===== config.mk =====
export PLATFORM = sky130hd
export DESIGN_NAME = burst_addr_gen
export DESIGN_NICKNAME = d
export VERILOG_FILES = /design/src/rtl/burst_pkg.sv /design/src/rtl/burst_cmd_arb.sv /design/src/rtl/burst_seq.sv /design/src/rtl/addr_hi_reg.sv /design/src/rtl/burst_addr_gen.sv
export SDC_FILE = /design/constraint.sdc
export NUM_CORES = 1
export LEC_CHECK = 0
export ABC_AREA = 1
export ABC_CLOCK_PERIOD_IN_PS = 950
export BUFFER_PORTS_ARGS = -buffer_cell sky130_fd_sc_hd__buf_2
export CORE_MARGIN = 4
export CORE_UTILIZATION = 42
export CTS_BUF_LIST = sky130_fd_sc_hd__clkbuf_8
export CTS_CLUSTER_DIAMETER = 150
export CTS_CLUSTER_SIZE = 24
export DETAILED_ROUTE_END_ITERATION = 8
export GPL_ROUTABILITY_DRIVEN = 0
export GPL_TIMING_DRIVEN = 0
export MAX_ROUTING_LAYER = met4
export PLACE_DENSITY_LB_ADDON = 0.1
export SLEW_MARGIN = 20
export SYNTH_ARGS = -nofsm -noshare
export SYNTH_HDL_FRONTEND = slang
export SYNTH_SLANG_ARGS = --single-unit

===== constraint.sdc =====
create_clock -name clk -period 0.95 [get_ports clk]
set_clock_uncertainty 0.2 [all_clocks]
set_input_delay 0.1425 -clock clk [delete_from_list [all_inputs] [get_ports clk]]
set_output_delay 0.1425 -clock clk [all_outputs]
set_load 0.05 [all_outputs]

===== src/rtl/burst_pkg.sv =====
package burst_pkg;

    localparam int BEAT_W = 2;

    typedef logic [BEAT_W-1:0] beat_t;

    typedef enum logic {
        ORD_LINEAR     = 1'b0,
        ORD_INTERLEAVE = 1'b1
    } order_e;

    typedef enum logic [1:0] {
        CMD_HOLD = 2'd0,
        CMD_STEP = 2'd1,
        CMD_LOAD = 2'd2
    } cmd_e;

    typedef struct packed {
        beat_t  start;
        beat_t  beat;
        order_e order;
    } burst_st_t;

    function automatic beat_t beat_offset(beat_t start, beat_t beat, order_e ord);
        beat_t res;
        if (ord == ORD_INTERLEAVE) begin
            res = start ^ beat;
        end else begin
            res = beat_t'(start + beat);
        end
        return res;
    endfunction

endpackage


===== src/rtl/burst_cmd_arb.sv =====
module burst_cmd_arb
    import burst_pkg::*;
(
    input  logic cpu_ads,
    input  logic ctl_ads,
    input  logic advance,
    output cmd_e cmd
);
    always_comb begin
        if (cpu_ads || ctl_ads) begin
            cmd = CMD_LOAD;
        end else if (advance) begin
            cmd = CMD_STEP;
        end else begin
            cmd = CMD_HOLD;
        end
    end
endmodule


===== src/rtl/burst_seq.sv =====
module burst_seq
    import burst_pkg::*;
(
    input  logic   clk,
    input  logic   rst,
    input  cmd_e   cmd,
    input  beat_t  load_ofs,
    input  order_e load_order,
    output beat_t  low_bits,
    output order_e order_q
);
    burst_st_t st_q;

    always_ff @(posedge clk) begin
        if (rst) begin
            st_q <= '{start: '0, beat: '0, order: ORD_LINEAR};
        end else begin
            case (cmd)
                CMD_LOAD: st_q <= '{start: load_ofs, beat: '0, order: load_order};
                CMD_STEP: st_q.beat <= beat_t'(st_q.beat + 1'b1);
                default:  st_q <= st_q;
            endcase
        end
    end

    assign low_bits = beat_offset(st_q.start, st_q.beat, st_q.order);
    assign order_q  = st_q.order;
endmodule


===== src/rtl/addr_hi_reg.sv =====
module addr_hi_reg #(
    parameter int HI_W = 18
) (
    input  logic            clk,
    input  logic            rst,
    input  logic            load,
    input  logic [HI_W-1:0] d,
    output logic [HI_W-1:0] q
);
    always_ff @(posedge clk) begin
        if (rst) begin
            q <= '0;
        end else if (load) begin
            q <= d;
        end
    end
endmodule


===== src/rtl/burst_addr_gen.sv =====
module burst_addr_gen
    import burst_pkg::*;
#(
    parameter int ADDR_W = 20
) (
    input  logic              clk,
    input  logic              rst,
    input  logic              cpu_ads,
    input  logic              ctl_ads,
    input  logic              advance,
    input  logic              interleave,
    input  logic [ADDR_W-1:0] ld_addr,
    output logic [ADDR_W-1:0] addr_out
);
    localparam int HI_W = ADDR_W - BEAT_W;

    cmd_e            cmd;
    beat_t           low_bits;
    order_e          order_q;
    logic [HI_W-1:0] hi_q;
    order_e          load_order;

    assign load_order = interleave ? ORD_INTERLEAVE : ORD_LINEAR;

    burst_cmd_arb u_arb (
        .cpu_ads (cpu_ads),
        .ctl_ads (ctl_ads),
        .advance (advance),
        .cmd     (cmd)
    );

    burst_seq u_seq (
        .clk        (clk),
        .rst        (rst),
        .cmd        (cmd),
        .load_ofs   (ld_addr[BEAT_W-1:0]),
        .load_order (load_order),
        .low_bits   (low_bits),
        .order_q    (order_q)
    );

    addr_hi_reg #(.HI_W(HI_W)) u_hi (
        .clk  (clk),
        .rst  (rst),
        .load (cmd == CMD_LOAD),
        .d    (ld_addr[ADDR_W-1:BEAT_W]),
        .q    (hi_q)
    );

    assign addr_out = {hi_q, low_bits};
endmodule


======== After elaboration in Yosys (flattened, before gate mapping) ========
Index checks and enable logic that the tools add are counted.
storage, ports and cells
  word-level logic and storage cells ...... 16
  output and inout port bits .............. 20
  register bits after elaboration ......... 23
  input bits .............................. 26
operators by class
  mux-type cells .......................... 5
  eq/ne operators ......................... 2
  add/subtract/negate cells ............... 2
  bitwise gates (word level) .............. 1
  reduce and logical (&&, ||, !) cells .... 2
operators with widths
  kind                   count
  $mux W2                2
  $pmux W2 S2            1
  $add A2 B1 Y2 const B  1
  $add A2 B2 Y2          1
  $eq A2 B1 Y1 const B   1
  $eq A2 B2 Y1 const B   1
  $mux W1                2
  $reduce_bool A2 Y1     1
  $xor A2 B2 Y2          1
  $logic_or A1 B1 Y1     1

======== Logic depth before layout (Yosys ltp) ========
  depth in word-level cells ............... 4
  mapped depth ............................ 6
  depth with buffers taken out ............ 6

======== By module ========
From an unflattened synthesis, not the netlist that was laid out.
second synthesis, totals
  cell total of the unflattened synthesis .. 164
  area, all modules ....................... 1088.5 um^2
by module, submodules not included
  module          seq. area each (um^2)  area an instance (um^2)  times used  cells an instance
  addr_hi_reg     360.3                  759.5                    1           114
  burst_seq       100.1                  295.3                    1           43
  burst_cmd_arb   0.0                    23.8                     1           5
  burst_addr_gen  0.0                    10.0                     1           2

======== Least setup slack after synthesis ========
Ideal clock, no wire load.
  kind .................................... register -> output
  start point ............................. reg u_seq.st_q[1] in the netlist's numbering
  end point ............................... out addr_out[1]
  arrival time ............................ 980 ps
  slack ................................... -372 ps
  data required time ...................... 607 ps
  path buffers ............................ 0
  stages on the path, launching flop included .. 7
  cells stage by stage .................... dfxtp_1 > ha_1 > inv_1 > nor2_1 > nand3_1 > nand2_1 > inv_1
on the way
  cells in the longest elaborated chain, start to end .. 2
ends and longest elaborated chain
  what                    RTL line              RTL
  from (decl)             burst_seq.sv:12       burst_st_t st_q;
  from (signal assigned)  burst_seq.sv:16       st_q <= '{start: '0, beat: '0, order: ORD_LINEAR};
  from (signal assigned)  burst_seq.sv:19       CMD_LOAD: st_q <= '{start: load_ofs, beat: '0, order: load_order};
  from (signal assigned)  burst_seq.sv:21       default: st_q <= st_q;
  $add A2 B2 Y2           burst_pkg.sv:29       res = beat_t'(start + beat);
  $mux W2                 burst_pkg.sv:26       if (ord == ORD_INTERLEAVE) begin
  to (decl)               burst_addr_gen.sv:13  output logic [ADDR_W-1:0] addr_out
Every way passes these cells.

======== Final worst setup path ========
  start point ............................. reg u_seq.st_q[3] in the netlist's numbering
  end point ............................... out addr_out[1]
The elaborated chain is that of the path after synthesis.

==> impl_metrics.ini <==
[pwr]
p_leak_nw = 0.700
power.share.switching_pct = 32.3
power_switching_w = 0.000759
combPwrFrac_pct = 28.4
p_clk_share_pct = 25.6
intPower_w = 0.00159
p_per_area_nw_per_um2 = 1500
power_w = 0.00235
ir_drop_mv = 1.09
sequentialPowerShare_pct = 46.0

[critical_path]
cp-start-kind = flip-flop
r2r_slack_ns = -0.07
slowest_stage = dfxtp_2
critPathMaxFanout = 2
cp-end-kind = output pin
cp_cell_sequence = ha_4 -> inv_1 -> nor2_1 -> nand3_1 -> nand2_2 -> clkinvlp_4 -> buf_6
worstPathArrival_ns = 1.26
r2r-start = u_seq.st_q[1]$_SDFFE_PP0P_
required_ns = 0.61
crit_start = u_seq.st_q[3]$_SDFFE_PP0N_
max_stage_delay_ns = 0.36
criticalPathCategory = flip-flop to output pin

[logic_synthesis]
synth_seq_cells = 23
syn_area_um2 = 920
post_synth.cell_area_avg_um2 = 7.66
synth_top_area_share_pct = 50.1
synth_fp_nets = 147
synth_top_cell_by_area = dfxtp_1
seq_area_frac_synth_pct = 50.1
yosys-top-cells-area = dfxtp_1, nor3_1, o21ai_1
synth-warning-count = 0
synth.distinct_cells = 15
syn_inst = 120

[placed_design]
port_buffers = 45
dp_hpwl_mm = 1.73

[min_path]
min-delay-start = ld_addr[7]
min_path_type = input port to flip-flop

[floorplan]
die_h_um = 54.8
die_area_um2 = 3000
placementRows = 16
fp.coreArea_um2 = 2020
pin_count = 46
die_width_um = 54.8
start_util_pct = 45.5

[finish]
regArea_um2 = 531
nNetsFinal = 199
fillers = 142
diodes = 0
multi_input_area_um2 = 445
drive_gt1_share_pct = 55.0
syn2layout_area_growth_pct = 70.9
fin_util_pct = 77.7

[sta]
setup_tns_ns = -3.88
hold_slack_ns = -0.0858
fmax_ghz = 0.626
setup_viol = 22
fin_crit_ns = 1.60
slew-limit-headroom_pct = 84.8
period_share_pct = 168
post-route-worst-setup-slack_ns = -0.648
finalHoldViolCount = 22
timing_max_transition_violations_final = 0
rsz0062_at_grt = yes
worstMarginPinSlew_ns = 0.228

[global_route]
grt_pass1_wl_mm = 4.22
grt_pass1_vias = 1011
grt_max_degree = 14
grt_overflow = 0
grt_antenna_before_repair = 0
grtUsageTotal_pct = 19.8

[outcome]
status = complete, but fails checks
failed_checks = negative hold slack, negative setup slack

[cts]
cts_buffer_depth = 2
clkLatencyLatePin_ns = 0.26
path_clk_slew_ns = 0.08
cts_root_buf = clkbuf_8
clock_sink_count = 23
cts_tree = done
cts_made_buffers = 3
htree_levels = 1

[flow_run]
maxCapViolations = 0

[routing]
wl_per_cell_um = 13.0
drtIter0Drc = 12
drc = 0
viasPerCell = 5.09
drt-total-wl_mm = 2.58
drt-pass1-iter-count = 4
vias = 1008
ant_nets = 0
==> state kept, by name (all words and copies together) (netlist names) <==
name / flops
u_hi.q: 18
u_seq.st_q: 4
u_seq.order_q: 1
==> worst max-delay path, delay by kind of cell, from the launching register on <==
family	cells	cell delay [ns]
flops	1	0.36
simple gates	3	0.25
buf+inv	3	0.24
fa+ha+maj	1	0.13
==> power groups by stage <==
stage	registers, W	clock network [W]	logic [W]
2_1_floorplan	0.00127	0	0.000184
3_3_place_gp	0.00107	0	0.000508
3_5_place_dp	0.00108	0	0.000517
4_1_cts	0.00108	0.000618	0.000648
5_1_grt	0.00109	0.000656	0.000708
6_report	0.00108	0.000601	0.000669
==> cells by family (layout without fill, tap and decap cells) <==
kind of cell | count (synthesis) | after routing | synth area share [%]
adder cells (fa/ha/maj) | 1 | 1 | 1.36
AO/OA/AOI/OAI | 21 | 21 | 11.4
flip-flops | 23 | 23 | 50.1
AND/OR/NAND/NOR | 60 | 60 | 29.1
buffers and inverters | 15 | 66 | 8.03
==> cell type report <==
type	instances	area share, %
Multi-Input combinational cell	82	28.3
Sequential cell	23	33.8
Clock buffer	3	2.63
Inverter	7	1.91
Tap cell	27	2.15
Buffer	8	3.11
Timing Repair Buffer	47	27.8
Clock inverter	1	0.318
==> synth_stat cells, drive strengths merged <==
| master | count |
|---|---|
| buf | 7 |
| clkbuf | 1 |
| dfxtp | 23 |
| ha | 1 |
| inv | 7 |
| nand2 | 11 |
| nand3 | 2 |
| nor2 | 25 |
| nor3 | 22 |
| o21ai | 21 |
==> placed cells by master, fill, tap and decap left out, types with 2 or more instances in the layout <==
master,n
buf_2,30
buf_4,3
buf_6,2
buf_8,19
clkbuf_8,3
dfxtp_1,3
dfxtp_2,2
dfxtp_4,18
inv_1,5
nand2_1,9
nand3_1,2
nor2_1,23
nor3_1,14
nor3_2,8
o21ai_0,2
o21ai_1,19
==> path summary, 6_finish.rpt <==
check                                     to  depth (start not counted)
setup reg to reg  u_seq.st_q[2]$_SDFFE_PP0P_                          6
hold / removal        u_hi.q[5]$_SDFFE_PP0N_                          3
setup / recovery                 addr_out[1]                          7
hold reg to reg       u_hi.q[9]$_SDFFE_PP0N_                          2
==> through the flow <==
step                      area (um2)  hold slack, ns  worst slack (ns)  std cells
after global routing            1570         -0.0803            -0.749        198
final                           1570         -0.0858            -0.648        198
after floorplan                 1010          0.0749            -0.351        120
after detailed placement        1260           0.185            -0.440        192
after global placement          1260           0.172            -0.425        192
after CTS                       1520         -0.0916            -0.660        197
==> repair_timing <==
item | CTS | global route
setup buffers | 1 | 1
pin swaps | 1 | 3
gates resized for setup | 62 | 11
endpoints found under the setup margin | 21 | 34
hold endpoints to repair | 22 | 22
==> layer usage <==
| metal | wire length (um) | vias up | part of all wire, % | GRT usage, % |
|---|---|---|---|---|
| met3 | 136 | 2 | 5.3 | 3.27 |
| met4 | 14 | 0 | 0.54 | 6.64 |
| met5 | 0 | - | 0 | - |
| li1 | - | 500 | - | - |
| met2 | 1300 | 28 | 50 | 33.7 |
| met1 | 1130 | 478 | 44 | 23.4 |
Note: power is estimated with default switching activity, not from simulation.
